### config.mk
export PLATFORM = sky130hd
export DESIGN_NAME = target_pulse_gen
export DESIGN_NICKNAME = d
export VERILOG_FILES = /design/src/rtl/ptg_pkg.sv /design/src/rtl/tpg_chan.sv /design/src/rtl/tpg_regs.sv /design/src/rtl/tpg_datapath.sv /design/src/rtl/target_pulse_gen.sv
export SDC_FILE = /design/constraint.sdc
export NUM_CORES = 2
export LEC_CHECK = 0
export ABC_CLOCK_PERIOD_IN_PS = 15430
export BUFFER_PORTS_ARGS = -buffer_cell sky130_fd_sc_hd__clkbuf_2
export CAP_MARGIN = 10
export CORE_ASPECT_RATIO = 2
export CORE_MARGIN = 2
export CORE_UTILIZATION = 60
export DETAILED_ROUTE_END_ITERATION = 10
export GPL_TIMING_DRIVEN = 0
export PLACE_DENSITY = 0.77
export SYNTH_ARGS = -nofsm -noshare
export SYNTH_HDL_FRONTEND = slang
export SYNTH_HIERARCHICAL = 1
export SYNTH_SLANG_ARGS = --single-unit
### constraint.sdc
create_clock -name clk -period 15.43 [get_ports clk]
set_input_delay 0.7715 -clock clk [delete_from_list [all_inputs] [get_ports clk]]
set_output_delay 0.7715 -clock clk [all_outputs]
set_load 0.05 [all_outputs]
### src/rtl/ptg_pkg.sv
package ptg_pkg;
  localparam int NUM_CH = 2;
  localparam int SEC_W = 32;
  localparam int NS_W = 30;
  localparam int WORD_W = 16;
  localparam int NS_HI_W = NS_W - WORD_W;
  localparam int ADDR_W = 5;
  localparam int SEL_W = 3;
  localparam int PINS_PER_SEL = 5;
  localparam int CODE_W = 4;
  localparam int CH_STRIDE = 8;
  localparam int NUM_SLOT = 2 * NUM_CH;

  localparam logic [NS_W-1:0] NS_PER_SEC = 30'd1_000_000_000;

  localparam logic [ADDR_W-1:0] ADR_CFG = 5'd0;
  localparam logic [ADDR_W-1:0] ADR_SEL0 = 5'd1;
  localparam logic [ADDR_W-1:0] ADR_EN = 5'd5;
  localparam logic [ADDR_W-1:0] ADR_DIR = 5'd6;
  localparam logic [ADDR_W-1:0] ADR_BUF = 5'd7;
  localparam logic [ADDR_W-1:0] ADR_CH0 = 5'd8;

  // Commit strobes from the register control to the channel datapath
  typedef struct packed {
    logic [NUM_CH-1:0] tgtLoad;
    logic [NUM_CH-1:0] rldLoad;
    logic [SEC_W-1:0]  sec;
    logic [NS_W-1:0]   ns;
  } loadStrobe_t;

  function automatic int unsigned codeToNs(input logic [CODE_W-1:0] code);
    case (code)
      4'd0:  return 100;
      4'd1:  return 500;
      4'd2:  return 1000;
      4'd3:  return 5000;
      4'd4:  return 10000;
      4'd5:  return 50000;
      4'd6:  return 100000;
      4'd7:  return 500000;
      4'd8:  return 1000000;
      4'd9:  return 5000000;
      4'd10: return 10000000;
      4'd11: return 50000000;
      4'd12: return 100000000;
      4'd13: return 200000000;
      default: return 100;
    endcase
  endfunction

  function automatic int unsigned codeToCycles(input logic [CODE_W-1:0] code,
                                               input int unsigned nsPerCycle);
    int unsigned cyc;
    cyc = (codeToNs(code) + nsPerCycle - 1) / nsPerCycle;
    return (cyc == 0) ? 1 : cyc;
  endfunction
endpackage

### src/rtl/tpg_chan.sv
module tpg_chan
  import ptg_pkg::*;
#(
  parameter int NS_PER_CYCLE = 8
) (
  input  logic              clk,
  input  logic              rstN,
  input  logic [SEC_W-1:0]  timeSec,
  input  logic [NS_W-1:0]   timeNs,
  input  logic              tgtLoad,
  input  logic              rldLoad,
  input  logic [SEC_W-1:0]  loadSec,
  input  logic [NS_W-1:0]   loadNs,
  input  logic [CODE_W-1:0] widthCode,
  output logic              active
);
  localparam int unsigned MAX_CYC = codeToCycles(4'd13, NS_PER_CYCLE);
  localparam int CNT_W = $clog2(MAX_CYC + 1);

  logic armed;
  logic [SEC_W-1:0] tgtSec, rldSec, nextSec;
  logic [NS_W-1:0] tgtNs, rldNs, nextNs;
  logic [NS_W:0] nsSum;
  logic nsWrap, reached, hit;
  logic [CNT_W-1:0] widthCyc, cnt;

  always_comb begin
    reached = armed && ((timeSec > tgtSec) || ((timeSec == tgtSec) && (timeNs >= tgtNs)));
    hit = reached && !tgtLoad;
    nsSum = {1'b0, tgtNs} + {1'b0, rldNs};
    nsWrap = nsSum >= {1'b0, NS_PER_SEC};
    nextNs = nsWrap ? (nsSum[NS_W-1:0] - NS_PER_SEC) : nsSum[NS_W-1:0];
    nextSec = tgtSec + rldSec + {{(SEC_W-1){1'b0}}, nsWrap};
    widthCyc = CNT_W'(codeToCycles(widthCode, NS_PER_CYCLE));
  end

  // Target and reload registers; a hit advances the target by one period
  always_ff @(posedge clk or negedge rstN) begin
    if (!rstN) begin
      armed  <= 1'b0;
      tgtSec <= '0;
      tgtNs  <= '0;
      rldSec <= '0;
      rldNs  <= '0;
    end else begin
      if (tgtLoad) begin
        armed  <= 1'b1;
        tgtSec <= loadSec;
        tgtNs  <= loadNs;
      end else if (hit) begin
        tgtSec <= nextSec;
        tgtNs  <= nextNs;
      end
      if (rldLoad) begin
        rldSec <= loadSec;
        rldNs  <= loadNs;
      end
    end
  end

  // Pulse timer; a hit during a running pulse does not restart it
  always_ff @(posedge clk or negedge rstN) begin
    if (!rstN) begin
      active <= 1'b0;
      cnt    <= '0;
    end else if (active) begin
      if (cnt == '0) active <= 1'b0;
      else cnt <= cnt - CNT_W'(1);
    end else if (hit) begin
      active <= 1'b1;
      cnt    <= widthCyc - CNT_W'(1);
    end
  end
endmodule

### src/rtl/tpg_regs.sv
module tpg_regs
  import ptg_pkg::*;
#(
  parameter int NUM_PINS = 10
) (
  input  logic                       clk,
  input  logic                       rstN,
  input  logic                       wrEn,
  input  logic [ADDR_W-1:0]          wrAddr,
  input  logic [WORD_W-1:0]          wrData,
  output loadStrobe_t                strobe,
  output logic [NUM_CH-1:0]          pol,
  output logic [NUM_CH*CODE_W-1:0]   widthCode,
  output logic [NUM_PINS*SEL_W-1:0]  pinSel,
  output logic [NUM_PINS-1:0]        pinEn,
  output logic [NUM_PINS-1:0]        pinDir,
  output logic [NUM_PINS-1:0]        pinBuf
);
  logic [WORD_W-1:0] stSecHi [NUM_SLOT];
  logic [WORD_W-1:0] stSecLo [NUM_SLOT];
  logic [NS_HI_W-1:0] stNsHi [NUM_SLOT];
  logic inCh;
  int slotI, wordI, slotSel;

  always_comb begin
    inCh = (int'(wrAddr) >= int'(ADR_CH0)) &&
           (int'(wrAddr) < int'(ADR_CH0) + NUM_CH * CH_STRIDE);
    slotI = (int'(wrAddr) - int'(ADR_CH0)) / 4;
    wordI = int'(wrAddr) % 4;
    slotSel = inCh ? slotI : 0;
  end

  // Staged words of targets and reloads, kept until the final word arrives
  always_ff @(posedge clk or negedge rstN) begin
    if (!rstN) begin
      for (int s = 0; s < NUM_SLOT; s++) begin
        stSecHi[s] <= '0;
        stSecLo[s] <= '0;
        stNsHi[s]  <= '0;
      end
    end else if (wrEn && inCh) begin
      case (wordI)
        0: stSecHi[slotSel] <= wrData;
        1: stSecLo[slotSel] <= wrData;
        2: stNsHi[slotSel]  <= wrData[NS_HI_W-1:0];
        default: ;
      endcase
    end
  end

  always_comb begin
    strobe = '0;
    strobe.sec = {stSecHi[slotSel], stSecLo[slotSel]};
    strobe.ns = {stNsHi[slotSel], wrData};
    if (wrEn && inCh && (wordI == 3)) begin
      if (slotSel % 2 == 0) strobe.tgtLoad[slotSel / 2] = 1'b1;
      else strobe.rldLoad[slotSel / 2] = 1'b1;
    end
  end

  for (genvar c = 0; c < NUM_CH; c++) begin : g_cfg
    always_ff @(posedge clk or negedge rstN) begin
      if (!rstN) begin
        pol[c] <= 1'b0;
        widthCode[CODE_W*c +: CODE_W] <= '0;
      end else if (wrEn && wrAddr == ADR_CFG) begin
        pol[c] <= wrData[1 + 2*c];
        widthCode[CODE_W*c +: CODE_W] <= wrData[4 + 4*c +: CODE_W];
      end
    end
  end

  for (genvar n = 0; n < NUM_PINS; n++) begin : g_pin
    localparam logic [ADDR_W-1:0] SEL_ADR = ADDR_W'(int'(ADR_SEL0) + n / PINS_PER_SEL);
    localparam int SEL_LSB = SEL_W * (n % PINS_PER_SEL);
    always_ff @(posedge clk or negedge rstN) begin
      if (!rstN) begin
        pinSel[SEL_W*n +: SEL_W] <= '0;
        pinEn[n]  <= 1'b0;
        pinDir[n] <= 1'b0;
        pinBuf[n] <= 1'b0;
      end else if (wrEn) begin
        if (wrAddr == SEL_ADR) pinSel[SEL_W*n +: SEL_W] <= wrData[SEL_LSB +: SEL_W];
        if (wrAddr == ADR_EN)  pinEn[n]  <= wrData[n];
        if (wrAddr == ADR_DIR) pinDir[n] <= wrData[n];
        if (wrAddr == ADR_BUF) pinBuf[n] <= wrData[n];
      end
    end
  end
endmodule

### src/rtl/tpg_datapath.sv
module tpg_datapath
  import ptg_pkg::*;
#(
  parameter int NUM_PINS = 10,
  parameter int NS_PER_CYCLE = 8
) (
  input  logic                      clk,
  input  logic                      rstN,
  input  logic [SEC_W-1:0]          timeSec,
  input  logic [NS_W-1:0]           timeNs,
  input  loadStrobe_t               strobe,
  input  logic [NUM_CH-1:0]         pol,
  input  logic [NUM_CH*CODE_W-1:0]  widthCode,
  input  logic [NUM_PINS*SEL_W-1:0] pinSel,
  input  logic [NUM_PINS-1:0]       pinEn,
  input  logic [NUM_PINS-1:0]       pinDir,
  input  logic [NUM_PINS-1:0]       pinBuf,
  output logic [NUM_PINS-1:0]       pinOut,
  output logic [NUM_PINS-1:0]       pinOe,
  output logic [NUM_CH-1:0]         chanActive
);
  logic [NUM_CH-1:0] lvl;

  for (genvar c = 0; c < NUM_CH; c++) begin : g_ch
    tpg_chan #(.NS_PER_CYCLE(NS_PER_CYCLE)) u_chan (
      .clk       (clk),
      .rstN      (rstN),
      .timeSec   (timeSec),
      .timeNs    (timeNs),
      .tgtLoad   (strobe.tgtLoad[c]),
      .rldLoad   (strobe.rldLoad[c]),
      .loadSec   (strobe.sec),
      .loadNs    (strobe.ns),
      .widthCode (widthCode[CODE_W*c +: CODE_W]),
      .active    (chanActive[c])
    );
    assign lvl[c] = pol[c] ? chanActive[c] : ~chanActive[c];
  end

  for (genvar n = 0; n < NUM_PINS; n++) begin : g_pin
    logic routed;
    always_comb begin
      routed = 1'b0;
      for (int c = 0; c < NUM_CH; c++)
        if (pinSel[SEL_W*n +: SEL_W] == SEL_W'(c + 1)) routed = lvl[c];
    end
    assign pinOe[n]  = pinEn[n] & pinDir[n] & pinBuf[n];
    assign pinOut[n] = pinOe[n] & routed;
  end
endmodule

### src/rtl/target_pulse_gen.sv
module target_pulse_gen
  import ptg_pkg::*;
#(
  parameter int NUM_PINS = 10,
  parameter int NS_PER_CYCLE = 8
) (
  input  logic                clk,
  input  logic                rstN,
  input  logic [31:0]         timeSec,
  input  logic [29:0]         timeNs,
  input  logic                wrEn,
  input  logic [4:0]          wrAddr,
  input  logic [15:0]         wrData,
  output logic [NUM_PINS-1:0] pinOut,
  output logic [NUM_PINS-1:0] pinOe
);
  loadStrobe_t strobe;
  logic [NUM_CH-1:0] pol;
  logic [NUM_CH*CODE_W-1:0] widthCode;
  logic [NUM_PINS*SEL_W-1:0] pinSel;
  logic [NUM_PINS-1:0] pinEn, pinDir, pinBuf;
  logic [NUM_CH-1:0] chanActive;

  tpg_regs #(.NUM_PINS(NUM_PINS)) u_regs (
    .clk       (clk),
    .rstN      (rstN),
    .wrEn      (wrEn),
    .wrAddr    (wrAddr),
    .wrData    (wrData),
    .strobe    (strobe),
    .pol       (pol),
    .widthCode (widthCode),
    .pinSel    (pinSel),
    .pinEn     (pinEn),
    .pinDir    (pinDir),
    .pinBuf    (pinBuf)
  );

  tpg_datapath #(.NUM_PINS(NUM_PINS), .NS_PER_CYCLE(NS_PER_CYCLE)) u_dp (
    .clk        (clk),
    .rstN       (rstN),
    .timeSec    (timeSec),
    .timeNs     (timeNs),
    .strobe     (strobe),
    .pol        (pol),
    .widthCode  (widthCode),
    .pinSel     (pinSel),
    .pinEn      (pinEn),
    .pinDir     (pinDir),
    .pinBuf     (pinBuf),
    .pinOut     (pinOut),
    .pinOe      (pinOe),
    .chanActive (chanActive)
  );
endmodule

## Word level (Yosys, flattened, before mapping)

Memory sizes are Yosys's and may differ from the RTL's.
Index checks and enable logic that the tools add are counted.

| operators by class | value |
|---|---|
| order comparisons | 12 |
| equal/unequal tests | 32 |
| multiplexer cells | 68 |
| bitwise logic cells | 35 |
| add/sub/neg operators | 19 |
| reductions and logical operators | 38 |

Operators by type and width:

| cell | number |
|---|---|
| $mux W25 | 8 |
| $mux W30 | 6 |
| $mux W32 | 5 |
| $add A32 B1 Y32 | 4 |
| $bwmux W64 | 2 |
| $logic_not A32 Y1 | 4 |
| $sub A25 B1 Y25 const B | 4 |
| $mux W16 | 5 |
| $add A32 B32 Y32 | 2 |
| $add A32 B4 Y32 const B | 2 |
| $bmux W16 S2 | 2 |
| $eq A32 B32 Y1 | 2 |
| $gt A32 B32 Y1 | 2 |
| $sub A32 B1 Y32 const B | 2 |
| $add A30 B30 Y31 | 2 |
| $ge A31 B30 Y1 const B | 2 |
| $ge A30 B30 Y1 | 2 |
| $sub A30 B30 Y30 const B | 2 |
| $bwmux W56 | 1 |
| $logic_not A25 Y1 | 2 |
| $mux W14 | 3 |
| $and A1 B1 Y1 | 32 |
| $demux W16 S2 | 1 |
| $ge A32 B1 Y1 const B | 1 |
| 29 further kinds | 106 |

| storage, ports and cells | value |
|---|---|
| register bits after elaboration | 556 |
| ROM bits | 832 |
| memories kept | 2 |

Memories:

| memory | words | bits a word | rd ports | clocked after Yosys merged registers in | wr ports | RTL line | text |
|---|---|---|---|---|---|---|---|
| (no name shown) | 16 | 26 | 1 | 0 | 0 | ptg_pkg.sv:32 | `case (code)` |
| (no name shown) | 16 | 26 | 1 | 0 | 0 | ptg_pkg.sv:32 |  |

## Depth between registers and ports, before layout

| depth | value |
|---|---|
| word-level depth | 17 |
| mapped depth | 31 |
| gate-level depth less buffers | 30 |

## By module

The synthesis kept the hierarchy.

Modules (own cells, without submodules):

| module | cells an instance | area an instance (um^2) | times used | seq. area each (um^2) |
|---|---|---|---|---|
| tpg_chan (u_dp.g_ch[1].u_chan) | 1583 | 13226.4 | 1 | 3778.6 |
| tpg_chan (u_dp.g_ch[0].u_chan) | 1513 | 12971.2 | 1 | 3778.6 |
| tpg_regs | 681 | 11275.8 | 1 | 6356.1 |
| tpg_datapath | 52 | 395.4 | 1 | 0.0 |

## Worst setup path before layout

Ideal clock, no wire load.

| timing | value |
|---|---|
| kind | register to register |
| start | register u_dp.g_ch[0].u_chan.tgtNs[0] |
| end | register u_dp.g_ch[0].u_chan.tgtSec[30] |
| path slack | 9238 ps |
| stages on the path, launching flop included | 32 |
| data arrival time | 6071 ps |
| setup time | 121 ps |
| clock period less this slack | 6192 ps |
| data required time | 15309 ps |
| cells stage by stage | dfrtp_1 ha_1 inv_1 fa_1 nand2b_1 a211o_1 a21boi_0 o221a_2 inv_1 ha_1 nor4_1 a211oi_1 o21a_1 o21ai_2 a211oi_2 o21ai_4 inv_2 buf_6 fa_1 fa_1 nor2b_1 o21a_1 o21ai_0 o2bb2ai_1 o2111ai_1 a221oi_1 o21ai_0 a21oi_1 o21ai_0 xnor2_1 nor2_1 o22a_1 |

| on the way | value |
|---|---|
| longest elaborated chain between the ends | 6 |
| elaborated cells between the ends (all ways) | 11 |

RTL lines:

| element | RTL line | text |
|---|---|---|
| from (decl) | tpg_chan.sv:22 | `logic [NS_W-1:0] tgtNs, rldNs, nextNs;` |
| from (signal assigned) | tpg_chan.sv:49 | `tgtNs <= loadNs;` |
| from (signal assigned) | tpg_chan.sv:52 | `tgtNs <= nextNs;` |
| branches (longest 6 deep; another with $add A32 B1 Y32) | -- |  |
| to (signal assigned) | tpg_chan.sv:48 | `tgtSec <= loadSec;` |
| to (signal assigned) | tpg_chan.sv:51 | `tgtSec <= nextSec;` |
| to (decl) | tpg_chan.sv:21 | `logic [SEC_W-1:0] tgtSec, rldSec, nextSec;` |

Parallel ways; which one is timed is not known. The select of a mux whose other input is x is not followed.
A chain may end at the register's enable or synchronous reset.

## Final worst setup path

Same ends and word-level chain as after synthesis.

==> impl_results.md <==
- PwrDens: between 100 and 150 nW/um^2
- Setup TNS Final: 0 ps
- DIE AREA: 65260 sq um
- Crit start category: flop
- Post-DRT Antenna Nets: 0
- Global route total overflow: 0
- Layout cells sized above 1: between 10% and 20%
- Starting DRT DRC Count: between 2000 and 2500
- Root buf cell: clkbuf_16
- PortBufs: around 100
- Skew final: 16.18 ps
- WP data required: about 16000 ps
- Post-CTS Hold Buffers: 0
- Sequential fraction of the synthesis area: 36.74%
- First-pass GRT wire length: approximately 190000 um
- Row count: 130
- Aggregate global-route resource usage: between 30% and 40%
- Final Slew Violations: 0
- Place WS: between 7000 and 8000 ps
- Final setup margin: 7325 ps
- Dominant synthesized flop cell: dfrtp_1
- Clk slew on worst S/H paths: around 70 ps
- Delay-heaviest family, CP: compound AO/OA/AOI/OAI gates
- Post-synthesis async set-or-reset flop share: 100.0%
- Synth top area cells: dfrtp_1 (37%), mux2_2 (9.6%), ha_1 (9.2%)
- Crit path max fanout: 10
- Maximum VDD drop: approximately 0.00016 V
- Die X: between 150 and 200 um
- Status: finished clean
- Initial antenna violation count: 9
- Cts repair resizes: 0
- Syn Nets: ~4200
- Final setup vio count: 0
- CTS max path bufs: 3
- Max Fclk: 123.4 MHz
- Number of global-route vias before repair: about 33000
- Detailed Route WL: 125300 um
- Area leader, netlist: dfrtp_1
- Total CTS buffers: 50
- CP arrival: roughly 8600 ps
- Post-DR wirelength/cell: 25.99 um
- Final hold viol count: 0
- Residual DRC: 0
- Crit share post-route: 52.53%
- Most frequent cell after synthesis: dfrtp_1
- GPL Wtd Cong: about 1
- TritonCTS clock tree: yes
- Leak: about 19 nW
- Worst-skew pair later-pin latency: around 620 ps
- Largest net degree at the start of global routing: ~110
- Core area: between 60000 and 70000 sq um
- Min cycle time layout: roughly 8100 ps
- Slowest cell delay on critical path: between 500 and 600 ps
- Mean Syn Cell Area: 9.890 sq um
- DRT Pass-1 Iters: 6
- CP Buf/Inv Count: 4
- Synth top cells by count: dfrtp_1 (556), nand2_1 (342), mux2_2 (323)
- Synth-to-layout area growth: 8.772%
- Slew headroom: 11.46%
- Seq cells post-synth: roughly 560
- Nets@finish: 4360
- Post-synthesis cell area: roughly 38000 sq um
- Max_cap viols: 0
- Via density: around 6.6
- Synth Instances: around 3800
- Min-Delay Path Class: in -> async
- Setup crit end kind: flop
- RSZ-0062 raised after global routing: no
- Initial Util: around three fifths
- Slew at the pin closest to its max-slew limit: about 1300 ps
- Yosys top cell area share: ~37%
- Ports: around 110
- DP HPWL: approximately 98000 um
- Post-CTS setup buffer count: 0
- Routed vias: roughly 32000
- # clock sinks: roughly 560
- Setup CP Type: reg -> reg
- H-tree levels: 2
- Number of fill cells: slightly above 5000
- Final non-filler cell total: about 4800
- Yosys cell types: about 120
- Syn. warnings: 6
- Number of synthesized flops with an enable pin: 0
- Y dimension of the die: approximately 360 um
- CP max stage cell: nor4_1
- Dpl cells: ~4700
-- routing by layer --
layer	track usage [%]	part of all wire (%)	routed length, um
met1	37.26	32	40720
met2	67.75	50	62770
met3	6.655	5.7	7085
met4	36.20	12	14670
met5	0	0.042	53
-- logic make-up after synthesis --
family          count (synthesis)  synth area share (%)
compound gates                945                 16.35
buf+inv                       399                 4.563
fa+ha+maj                     283                 9.469
xor+xnor                      155                 3.625
simple gates                 1024                 14.03
flops                         556                 36.74
mux                           467                 15.22
-- cell usage in the layout (no fill, tap or decap), types with 16 or more instances in the layout --
cell	instances
a21oi_1	238
mux2_2	323
nand2_1	342
o21ai_1	18
and2_1	29
mux2_1	49
nor4_1	28
clkbuf_16	50
nand3b_1	28
a31oi_1	35
o211ai_1	32
and3_1	32
o31a_1	20
mux4_2	46
and4_1	19
a211oi_1	31
mux2i_1	39
nand3_1	69
clkbuf_2	103
o21ai_0	248
nor2_1	184
inv_1	197
nor3_1	52
or3_1	26
buf_2	37
clkbuf_1	120
nand4_1	55
nor2b_1	41
nand2b_1	41
xnor2_1	95
o31ai_1	16
dfrtp_1	556
o21a_1	32
xor2_1	58
ha_1	277
o221ai_1	18
buf_4	28
a21o_1	91
-- power breakdown --
part           switching (W)  total, W  internal (W)  leakage, nW
Sequential          0.000183   0.00190       0.00172         7.18
Combinational        0.00179   0.00281       0.00103         11.1
Clock               0.000581   0.00129      0.000707        0.814
-- sequential cells by signal, indices dropped and copies added, names as in the netlist, 10 cells and up --
name and flops:
u_dp/g_ch.u_chan/rldSec 64, u_dp/g_ch.u_chan/tgtSec 64, u_regs/stSecHi 64, u_regs/stSecLo 64
u_dp/g_ch.u_chan/rldNs 60, u_dp/g_ch.u_chan/tgtNs 60, u_regs/stNsHi 56, u_dp/g_ch.u_chan/cnt 50
u_regs/pinSel 30, u_regs/pinBuf 10, u_regs/pinDir 10, u_regs/pinEn 10
-- path summary, 6_finish.rpt --
path / startpoint / endpoint / slack [ps] / cells past startpoint
max in group asynchronous: rstN / u_dp/g_ch[0].u_chan/rldSec[7]$_DFFE_PN0P_ / 13360 / 4
setup reg to reg: u_dp/g_ch[0].u_chan/tgtNs[0]$_DFFE_PN0P_ / u_dp/g_ch[0].u_chan/tgtSec[30]$_DFFE_PN0P_ / 7330 / 31
hold reg to reg: u_dp/g_ch[1].u_chan/armed$_DFFE_PN0P_ / u_dp/g_ch[1].u_chan/armed$_DFFE_PN0P_ / 460 / 2
hold / removal: rstN / u_dp/g_ch[0].u_chan/cnt[1]$_DFFE_PN0P_ / 220 / 1
setup / recovery: u_dp/g_ch[0].u_chan/tgtNs[0]$_DFFE_PN0P_ / u_dp/g_ch[0].u_chan/tgtSec[30]$_DFFE_PN0P_ / 7330 / 31
min in group clk: wrData[14] / u_dp/g_ch[0].u_chan/tgtNs[14]$_DFFE_PN0P_ / 410 / 3
-- stage by stage --
step                      total power (W)  instance area, sq um  hold slack [ps]  util (%)
final                            0.006001                 41190            223.1     65.78
after global routing             0.006327                 41190            279.9     65.78
after CTS                        0.005924                 41170            245.4     65.74
after detailed placement         0.004624                 39530            443.4     63.12
after global placement           0.004556                 39380            435.4     62.88
after floorplan                  0.003786                 37870            422.1         -
-- layout make-up --
class / count / area, sq um / share of cell area, %
multi-input combinational: 2874 / 22230 / 53.98
sequential: 556 / 13910 / 33.78
clock buffer: 66 / 1401 / 3.402
tap: 792 / 991.0 / 2.406
buffer: 196 / 963.4 / 2.339
inverter: 203 / 764.5 / 1.856
timing repair buffer: 110 / 676.9 / 1.643
clock inverter: 20 / 236.5 / 0.5741
antenna: 4 / 10.01 / 0.02430
(Power assumes the default switching activity.)
